`src/rtl/dual_sign_ced.sv`:
```
module dual_sign_ced #(
  parameter int NIN = 4,
  parameter logic [(1<<NIN)*6-1:0] LUT = {
    6'h21, 6'h08, 6'h3f, 6'h14, 6'h2d, 6'h06, 6'h33, 6'h19,
    6'h0e, 6'h30, 6'h1a, 6'h27, 6'h05, 6'h3c, 6'h11, 6'h2b}
) (
  input  logic           clk,
  input  logic           rst_n,
  input  logic [NIN-1:0] opnd,
  input  logic [9:0]     stuck_sel,
  output logic [5:0]     fn_out,
  output logic           chk_phase,
  output logic           err0,
  output logic           err1
);
  localparam int NOUT = 6;
  localparam int NVEC = 1 << NIN;

  function automatic logic [NVEC-1:0] mk_pred();
    logic [NVEC-1:0] p;
    for (int i = 0; i < NVEC; i++) p[i] = ^LUT[i*NOUT +: NOUT];
    return p;
  endfunction

  localparam logic [NVEC-1:0] PRED = mk_pred();

  function automatic logic [NVEC-1:0] mk_delta();
    logic [NVEC-1:0] dl;
    for (int i = 0; i < NVEC; i++)
      dl[i] = (i >= NVEC/2) ? 1'b0 : (PRED[i] ^ ~PRED[NVEC-1-i]);
    return dl;
  endfunction

  localparam logic [NVEC-1:0] DELTA = mk_delta();

  function automatic logic force_node(input logic v, input logic [1:0] s);
    case (s)
      2'b01:   return 1'b0;
      2'b10:   return 1'b1;
      default: return v;
    endcase
  endfunction

  logic [NIN-1:0] xv;
  logic n0, n1, n2, n3, g_tree, g_pred, g_corr, gd_held;
  logic ra0, ra1, rb0, rb1;

  assign xv     = opnd ^ {NIN{chk_phase}};
  assign fn_out = LUT[xv*NOUT +: NOUT];

  assign n0     = force_node(fn_out[0] ^ fn_out[1], stuck_sel[1:0]);
  assign n1     = force_node(fn_out[2] ^ fn_out[3], stuck_sel[3:2]);
  assign n2     = force_node(fn_out[4] ^ fn_out[5], stuck_sel[5:4]);
  assign n3     = force_node(n0 ^ n1, stuck_sel[7:6]);
  assign g_tree = force_node(n3 ^ n2, stuck_sel[9:8]);

  assign g_pred = PRED[xv];
  assign g_corr = DELTA[xv] ^ g_tree;

  assign ra0 = g_tree;
  assign ra1 = ~g_pred;
  assign rb0 = chk_phase ? gd_held : 1'b0;
  assign rb1 = chk_phase ? g_corr  : 1'b1;

  assign err0 = (ra0 & rb0) | (ra1 & rb1);
  assign err1 = (ra0 & rb1) | (ra1 & rb0);

  always_ff @(posedge clk) begin
    if (!rst_n) begin
      chk_phase <= 1'b0;
      gd_held   <= 1'b0;
    end else begin
      chk_phase <= ~chk_phase;
      if (!chk_phase) gd_held <= g_corr;
    end
  end

  logic no_force;
  assign no_force = ~((stuck_sel[0] ^ stuck_sel[1]) | (stuck_sel[2] ^ stuck_sel[3]) |
                      (stuck_sel[4] ^ stuck_sel[5]) | (stuck_sel[6] ^ stuck_sel[7]) |
                      (stuck_sel[8] ^ stuck_sel[9]));


  phase_rise_chk: assert property (@(posedge clk) disable iff (!rst_n)
    !chk_phase |=> chk_phase);

  phase_fall_chk: assert property (@(posedge clk) disable iff (!rst_n)
    chk_phase |=> !chk_phase);

  fault_free_valid_chk: assert property (@(posedge clk) disable iff (!rst_n)
    (no_force && (!chk_phase || ($stable(opnd) && $past(no_force)))) |-> (err0 != err1));

  parity_mismatch_flag_chk: assert property (@(posedge clk) disable iff (!rst_n)
    (g_tree != g_pred) |-> (err0 == err1));

  selfdual_violation_flag_chk: assert property (@(posedge clk) disable iff (!rst_n)
    (chk_phase && (gd_held == g_corr)) |-> (err0 == err1));

  held_capture_chk: assert property (@(posedge clk) disable iff (!rst_n)
    chk_phase |-> (gd_held == $past(g_corr)));
endmodule

```
`config.mk`:
```
export PLATFORM = sky130hd
export DESIGN_NAME = dual_sign_ced
export DESIGN_NICKNAME = d
export VERILOG_FILES = /design/src/rtl/dual_sign_ced.sv
export SDC_FILE = /design/constraint.sdc
export NUM_CORES = 1
export LEC_CHECK = 0
export BUFFER_PORTS_ARGS = -buffer_cell sky130_fd_sc_hd__buf_2
export CAP_MARGIN = 20
export CORE_UTILIZATION = 40
export DETAILED_ROUTE_END_ITERATION = 8
export GPL_TIMING_DRIVEN = 0
export PLACE_DENSITY = 0.75
export SYNTH_ARGS = -nofsm -noshare
export SYNTH_HDL_FRONTEND = slang
export SYNTH_SLANG_ARGS = --single-unit
```
`constraint.sdc`:
```
create_clock -name clk -period 3.3 [get_ports clk]
set_input_delay 0.33 -clock clk [delete_from_list [all_inputs] [get_ports clk]]
set_output_delay 0.33 -clock clk [all_outputs]
set_load 0.01 [all_outputs]
```
Yosys cells after proc, flatten, opt, wreduce, memory -nomap -nowiden --
Memories as Yosys holds them, arrays and structs flattened. Index checks and enable logic that the tools add are counted. W data, S select, Z words.
Cells by class: multiply operators 1, magnitude comparators 1, eq/ne operators 10, shifts and indexed selects 1, multiplexer cells 9, bitwise gates (word level) 15
Operators with widths (count):
- $shiftx A96 B8 Y6 const A | 1
- $eq A2 B1 Y1 const B | 5
- $eq A2 B2 Y1 const B | 5
- $pmux W1 S2 | 5
- $mul A4 B2 Y6 const B | 1
- $xor A1 B1 Y1 | 6
- $lt A4 B5 Y1 const B | 1
- $and A1 B1 Y1 | 4
- $mux W1 | 4
- $xor A4 B4 Y4 | 1
- $not A1 Y1 | 2
- $or A1 B1 Y1 | 2
Storage, ports and cells: register bits after elaboration 2, ROM bits 32, input port bits 16, output and inout port bits 9, logic and storage cells 41, memories kept 2
Memories:
- (no name shown) | depth 16, width 1, rd ports 1, clocked after memory_dff 0, wr ports 0, RTL line 58 | assign g_corr = DELTA[xv] ^ g_tree;
- (no name shown) | depth 16, width 1, rd ports 1, clocked after memory_dff 0, wr ports 0, RTL line 57 | assign g_pred = PRED[xv];

Longest topological paths before layout --
Gate-level depths: netlist of run 1.
depth after elaboration 13, gate-level depth with buffers 14

Least setup slack after synthesis of run 1 --
Ideal clock, no wire load.
path kind reg2out, start reg chk_phase, end out err0, arrival 3.463 ns, required time 2.970 ns, path slack -0.493 ns, cell stages (with the launch flop) 15, buffers on the path 3, cell sequence dfxtp_1 buf_2 buf_2 buf_1 xor2_1 inv_1 ha_1 inv_1 a2111o_1 and4_1 xnor2_1 a21oi_2 xnor3_1 o21a_1 o211ai_1
Between the ends: longest elaborated chain between the ends 13, elaborated cells on any way between the ends 24, those cells by class mul (1); shift (1); mux (9); bitwise (11); memory (2)
Ends and longest elaborated chain:
- from (decl) | RTL line 12 | output logic chk_phase,
- from (signal assigned) | RTL line 73 | chk_phase <= ~chk_phase;
- $xor A4 B4 Y4 (*) | RTL line 48 | assign xv = opnd ^ {NIN{chk_phase}};
- $mul A4 B2 Y6 (*) | RTL line 49 | assign fn_out = LUT[xv*NOUT +: NOUT];
- $shiftx A96 B8 Y6 (*) | RTL line 49
- via fn_out[1] | RTL line 11 | output logic [5:0] fn_out,
- $xor A1 B1 Y1 (*) | RTL line 51 | assign n0 = force_node(fn_out[0] ^ fn_out[1], stuck_sel[1:0]);
- $pmux W1 S2 (*) | RTL line 37 | case (s)
- $xor A1 B1 Y1 (*) | RTL line 54 | assign n3 = force_node(n0 ^ n1, stuck_sel[7:6]);
- $pmux W1 S2 (*) | RTL line 37
- $xor A1 B1 Y1 (*) | RTL line 55 | assign g_tree = force_node(n3 ^ n2, stuck_sel[9:8]);
- $pmux W1 S2 (*) | RTL line 37
- $xor A1 B1 Y1 | RTL line 58
- $mux W1 | RTL line 63 | assign rb1 = chk_phase ? g_corr : 1'b1;
- $and A1 B1 Y1 | RTL line 65 | assign err0 = (ra0 & rb0) | (ra1 & rb1);
- $or A1 B1 Y1 (*) | RTL line 65
- to (decl) | RTL line 13 | output logic err0,
Mark *: on every way through the listed nets, which the timed path passes. The rest lies on a longest branch. The select of a mux whose other input is x is not followed.

Worst setup path in the final report of run 1 --
start reg chk_phase, end out err0
Between the ends: longest elaborated chain between the ends 13, elaborated cells on any way between the ends 24, those cells by class mul (1); shift (1); mux (9); bitwise (11); memory (2)
Ends and longest elaborated chain (RTL line):
- $xor A4 B4 Y4 | 48
- $mul A4 B2 Y6 | 49
- $shiftx A96 B8 Y6 | 49
- $xor A1 B1 Y1 (on tied branches) | 51, 52
- $pmux W1 S2 | 37
- $xor A1 B1 Y1 | 54
- $pmux W1 S2 | 37
- $xor A1 B1 Y1 | 55
- $pmux W1 S2 | 37
- $xor A1 B1 Y1 | 58
- $mux W1 | 63
- $and A1 B1 Y1 | 65
- $or A1 B1 Y1 (*) | 65
Every way passes the cells marked *; elsewhere a longest branch is shown, timed or not. The select of a mux whose other input is x is not followed.

==> results of run 1 <==
synthesized netlist by cell type (all sizes together), types with 2 or more instances:
master | count | area share, %
xor2 | 2 | 2.0
a21oi | 6 | 3.9
inv | 13 | 5.7
nand2 | 6 | 2.6
xnor2 | 5 | 5.1
nor2 | 5 | 2.2
o211ai | 5 | 4.3
dfxtp | 2 | 4.6
a311oi | 2 | 4.8
a31oi | 4 | 2.9
nor2b | 13 | 9.4
or2 | 2 | 1.4
nand2b | 4 | 2.9
o21ai | 6 | 3.5
buf | 9 | 7.0
mux2i | 3 | 4.9
ha | 8 | 12
and3 | 3 | 2.2
a211oi | 2 | 1.7
what timing repair did:
| item | CTS | global route |
|---|---|---|
| buffers inserted | 12 | 2 |
| pin swaps | 8 | 9 |
| gates cloned | 0 | 0 |
| hold buffers | 0 | 0 |
| endpoints found under the setup margin | 2 | 2 |
| resized for setup | 12 | 12 |
through the flow:
step	instance area (sq um)	std cells	power, W
CTS	1179	179	0.0003627
detailed placement	1035	165	0.0002591
floorplan	895.9	117	0.0002058
global route	1226	179	0.0004137
global placement	1035	165	0.0002516
finish	1226	179	0.0003836
metal layers:
layer	GRT usage (%)	up-vias	share of wire, %
met3	1.572	4	3.4
met4	7.843	0	1.7
met1	23.90	467	39
met5	0	-	0
met2	42.49	22	56
li1	-	484	-
registers in the layout (all words and copies together), names as in the netlist:
name	cells
gd_held	1
chk_phase	1
worst max-delay path, delay by kind of cell, from the launching register on:
family,cells,cell delay (ps)
adders and majority gates,1,290
buffers and inverters,3,270
and+or+nand+nor,1,200
xor gates and xnor gates,3,730
DFF,1,420
AOI/OAI and AO/OA,4,890
cell families after synthesis:
family	after synthesis	synth area share, %
and+or+nand+nor	39	25.51
DFF	2	4.638
muxes	3	4.927
xor gates and xnor gates	8	9.710
buffers and inverters	23	13.04
AOI/OAI and AO/OA	34	30.58
adders and majority gates	8	11.59
area by class of cell:
class / count / area, sq um / area share [%]
timing repair buffer: 35 / 214.0 / 17.45
buffer: 7 / 52.55 / 4.286
multi-input combinational: 92 / 810.8 / 66.12
clock buffer: 3 / 22.52 / 1.837
tap: 27 / 33.78 / 2.755
inverter: 13 / 48.80 / 3.980
sequential: 2 / 43.79 / 3.571
where the power goes:
group / total [W] / switching, W / leakage [nW] / internal [W]
Combinational: 0.000297 / 0.000141 / 0.530 / 0.000156
Sequential: 0.0000322 / 0.00000485 / 0.0172 / 0.0000273
Clock: 0.0000549 / 0.0000147 / 0.0138 / 0.0000402
Total: 0.000384 / 0.000160 / 0.561 / 0.000224
final timing paths:
path	slack (ps)	to	startpoint	cells past startpoint
hold reg to reg	520	gd_held	gd_held	2
setup / recovery	-70	err0	chk_phase	12
setup reg to reg	350	gd_held	chk_phase	13
hold / removal	380	gd_held	rst_n	3
==> run_results.csv, run 1 <==
group,metric,value,unit
synth,yosysUniqueCellTypes,42,
run,drv_cap,0,
finish,final_core_util,61.25,%
routing,drt_iter0_drc,21,
finish,num-fill-cells,171,
synth,ys_async_sr_fraction,0,%
sta,fin_skew,0.6165,ps
cts,worstSkewPairLatency,220,ps
power_and_ir_drop,power_per_cell_area,312.9,mW/mm^2
die,start_util,43.13,%
critical_path,critPathLaunchType,"flop",
sta,hold_viol,0,
power_and_ir_drop,irDropWorstVdd,0.1618,mV
global_routing,gr-total-overflow,0,
synth,ys_warn_count,0,
sta,relSlewSlack,76.44,%
finish,num-nets-final,178,
finish,mostFrequentLayoutCell,"buf_2",
place,globalplace.congestion,0.8185,
sta,rsz0062_at_grt,"yes",
place,place_ws,-284.2,ps
sta,hold_ws,378.3,ps
die,ios,25,
global_routing,grt_max_degree,11,
cts,h-tree-depth,1,
critical_path,worst_path_most_repeated_cell,"inv_2",
routing,vias_per_cell,5.458,
finish,mostFrequentLayoutCells,"buf_2, buf_4, nor2b_1",
die,die-area,0.002348,sq mm
routing,wirelength,2274,microns
place,io_buffer_count,21,
sta,finalMaxSlewViolations,0,
status,violations,"setup timing",
sta,worst_pin_slew,353.4,ps
finish,area_growth,42.03,%
routing,drtAntennaViolNets,0,
synth,synth_area,863.3,sq um
global_routing,antenna_found_initial,0,
sta,period_share,102.0,%
cts,clkTransAtPathRegs,30,ps
routing,vias,977,
synth,syn_avg_cell_area,7.379,sq um
cts,cts_tree,"yes",
cts,root_buffer,"clkbuf_4",
cts,cts_buffer_depth,2,
critical_path,cp_slowest_cell,"xnor3_1",
synth,ys.flop_type,"dfxtp_1",
critical_path,crit_fanout,5,
cts,cts.sinks,2,
place,dpl.hpwl,1578,microns
die,fp.dieH,48.46,microns
critical_path,required,2970,ps
synth,ys_seq_elements,2,
synth,synth_edf_count,0,
critical_path,cp_slowest_stage_delay,430,ps
critical_path,cp.arrival,3040,ps
die,coreArea,0.002002,sq mm
routing,firstDrtPassIters,4,
routing,avgRoutedWirePerCell,12.70,microns
sta,setup_ws,-65.90,ps
hold_path,worstHoldPathType,"in -> reg",
cts,numCtsBuffers,3,
die,dieWidth,48.46,microns
global_routing,grt_pass1_vias,954,
finish,layout-drive-gt1-share,43.42,%
sta,period_minus_slack,3366,ps
global_routing,grt_pass1_wl,4077,microns
synth,ys_seq_area_share,4.638,%
status,status,"finished with violations",
sta,tns,-66.93,ps
global_routing,grt_usage,21.61,%
sta,fmax,297.1,MHz
die,rows,16,
critical_path,critPathCaptureType,"output port",
synth,syn_inst,117,
routing,drc_errors,0,
finish,antenna_cells,0,
power_and_ir_drop,p_leak,0.5607,nW
sta,finalSetupViolCount,2,
critical_path,critPathKind,"reg -> out",
critical_path,crit_chain,"xor2_4 -> inv_2 -> ha_4 -> inv_2 -> a2111o_1 -> and4_4 -> xnor2_2 -> a21oi_2 -> xnor3_1 -> o21a_1 -> o211ai_1 -> buf_2",
synth,syn_nets,141,
Power figures use the tool's default switching activity.
==> run 2: changes to the inputs <==
==> constraint.sdc (replaced) <==
create_clock -name clk -period 3.3 [get_ports clk]
set_input_delay 0.495 -clock clk [delete_from_list [all_inputs] [get_ports clk]]
set_output_delay 0.495 -clock clk [all_outputs]
set_load 0.01 [all_outputs]
==> run_results.csv, run 2 (synthesis results as in run 1) <==
group,metric,value,unit
status,status,"finished with violations",
status,violations,"setup timing",
critical_path,r2r_slack,250,ps
critical_path,critPathKind,"reg -> out",
finish,reg.largest.list,"chk_phase: 1 flops, gd_held: 1 flops",
die,rows,16,
global_routing,grt_max_degree,15,
cts,worstSkewPairLatency,240,ps
die,coreArea,0.002002,sq mm
critical_path,cp.arrival,3140,ps
routing,wirelength,2372,microns
finish,num-nets-final,176,
cts,cts_buffer_depth,2,
run,drv_cap,0,
critical_path,cp_slowest_stage_delay,390,ps
power_and_ir_drop,p_leak,0.5484,nW
finish,layout-drive-gt1-share,40.67,%
critical_path,rr_startpoint,"chk_phase",
critical_path,crit_chain,"buf_8 -> xor2_2 -> inv_2 -> ha_4 -> inv_2 -> a2111o_1 -> and4_4 -> xnor2_2 -> a21oi_2 -> xnor3_1 -> buf_4 -> o211ai_1 -> o211ai_1 -> buf_2",
finish,multi_input_area,768.2,sq um
sta,hold_ws,516.2,ps
sta,period_share,110.0,%
finish,final_core_util,58.81,%
die,start_util,43.13,%
global_routing,gr-total-overflow,0,
finish,area_growth,36.38,%
power_and_ir_drop,irDropWorstVdd,0.1705,mV
global_routing,grt_pass1_vias,910,
finish,instances_no_fill,177,
finish,seq_area,43.79,sq um
routing,vias,985,
cts,cts.sinks,2,
critical_path,critPathCaptureType,"output port",
routing,drt_iter0_drc,46,
die,ios,25,
critical_path,crit_buf_inv,5,
cts,clkTransAtPathRegs,30,ps
sta,relSlewSlack,76.03,%
die,fp.dieH,48.46,microns
die,die-area,0.002348,sq mm
place,io_buffer_count,21,
sta,rsz0062_at_grt,"yes",
place,dpl.hpwl,1630,microns
sta,finalSetupViolCount,2,
critical_path,cp-startpoint,"chk_phase",
critical_path,crit_fanout,8,
power_and_ir_drop,power_per_cell_area,317.3,mW/mm^2
routing,drtAntennaViolNets,0,
sta,worst_pin_slew,357.8,ps
sta,hold_viol,0,
hold_path,min_from,"gd_held",
critical_path,required,2800,ps
place,place_ws,-468.3,ps
sta,fin_skew,7.302,ps
routing,avgRoutedWirePerCell,13.40,microns
critical_path,critPathTopFamily,"compound AO/OA/AOI/OAI gates",
global_routing,antenna_found_initial,0,
cts,cts_tree,"yes",
global_routing,grt_usage,19.74,%
cts,h-tree-depth,1,
sta,setup_ws,-330.4,ps
global_routing,grt_pass1_wl,3629,microns
sta,tns,-582.9,ps
cts,root_buffer,"clkbuf_4",
sta,period_minus_slack,3630,ps
critical_path,cp_slowest_cell,"a2111o_1",
cts,numCtsBuffers,3,
routing,vias_per_cell,5.565,
finish,antenna_cells,0,
finish,num-fill-cells,194,
sta,finalMaxSlewViolations,0,
place,dp.cells,165,
hold_path,worstHoldPathType,"reg -> reg",
routing,drc_errors,0,
die,dieWidth,48.46,microns
critical_path,critPathLaunchType,"flop",
place,globalplace.congestion,0.8034,
sta,fmax,275.5,MHz
finish,mostFrequentLayoutCell,"buf_2",
finish,mostFrequentLayoutCells,"buf_2, nor2b_1, buf_4",
routing,firstDrtPassIters,4,
run 2: cell count changes in the layout (fill, tap and decap cells not counted), sizes merged:
cell    change
clkbuf      +2
buf         -4
run 2: per-layer routing:
layer	global-route usage [%]	up-vias	routed length (microns)
li1	-	475	-
met1	19.62	469	976
met2	37.79	34	1225
met3	3.459	7	113
met4	11.76	0	56
met5	0	-	0
run 2: through the flow:
| stage | total power (W) | area (sq um) |
|---|---|---|
| after floorplan | 0.0002130 | 914.6 |
| final | 0.0003736 | 1177 |
| after global placement | 0.0002592 | 1054 |
| after detailed placement | 0.0002674 | 1054 |
| after global routing | 0.0003990 | 1177 |
| after CTS | 0.0003594 | 1160 |
run 2: worst register-to-register path, delay by kind of cell, from the launching register on:
kind            cells  cell delay [ps]
compound gates      4              940
xor+xnor            3              640
fa+ha+maj           1              320
buf+inv             5              510
flops               1              350
simple gates        1              200
run 2: worst paths after layout:
check,endpoint,cells after the start
max reg2reg,gd_held,14
max,err0,14
min,gd_held,2
min reg2reg,gd_held,2
run 2: report_power, final:
part | internal [W] | switching, W
sequential | 0.0000273 | 0.00000292
clock | 0.0000403 | 0.0000172
combinational | 0.000147 | 0.000139
run 2: repair_timing:
action / in CTS / in global routing
resized for setup: 8 / 3
endpoints found under the setup margin: 2 / 2
pin swaps: 8 / 5
hold buffers: 0 / 0
buffers inserted: 9 / 3
run 2: final cells by class:
| type | count | share of cell area, % |
|---|---|---|
| clock buffers | 3 | 1.913 |
| well taps | 27 | 2.869 |
| multi-input cells | 92 | 65.25 |
| flip-flops and latches | 2 | 3.719 |
| repair buffers | 33 | 16.79 |
| inverters | 13 | 4.145 |
| plain buffers | 7 | 5.313 |
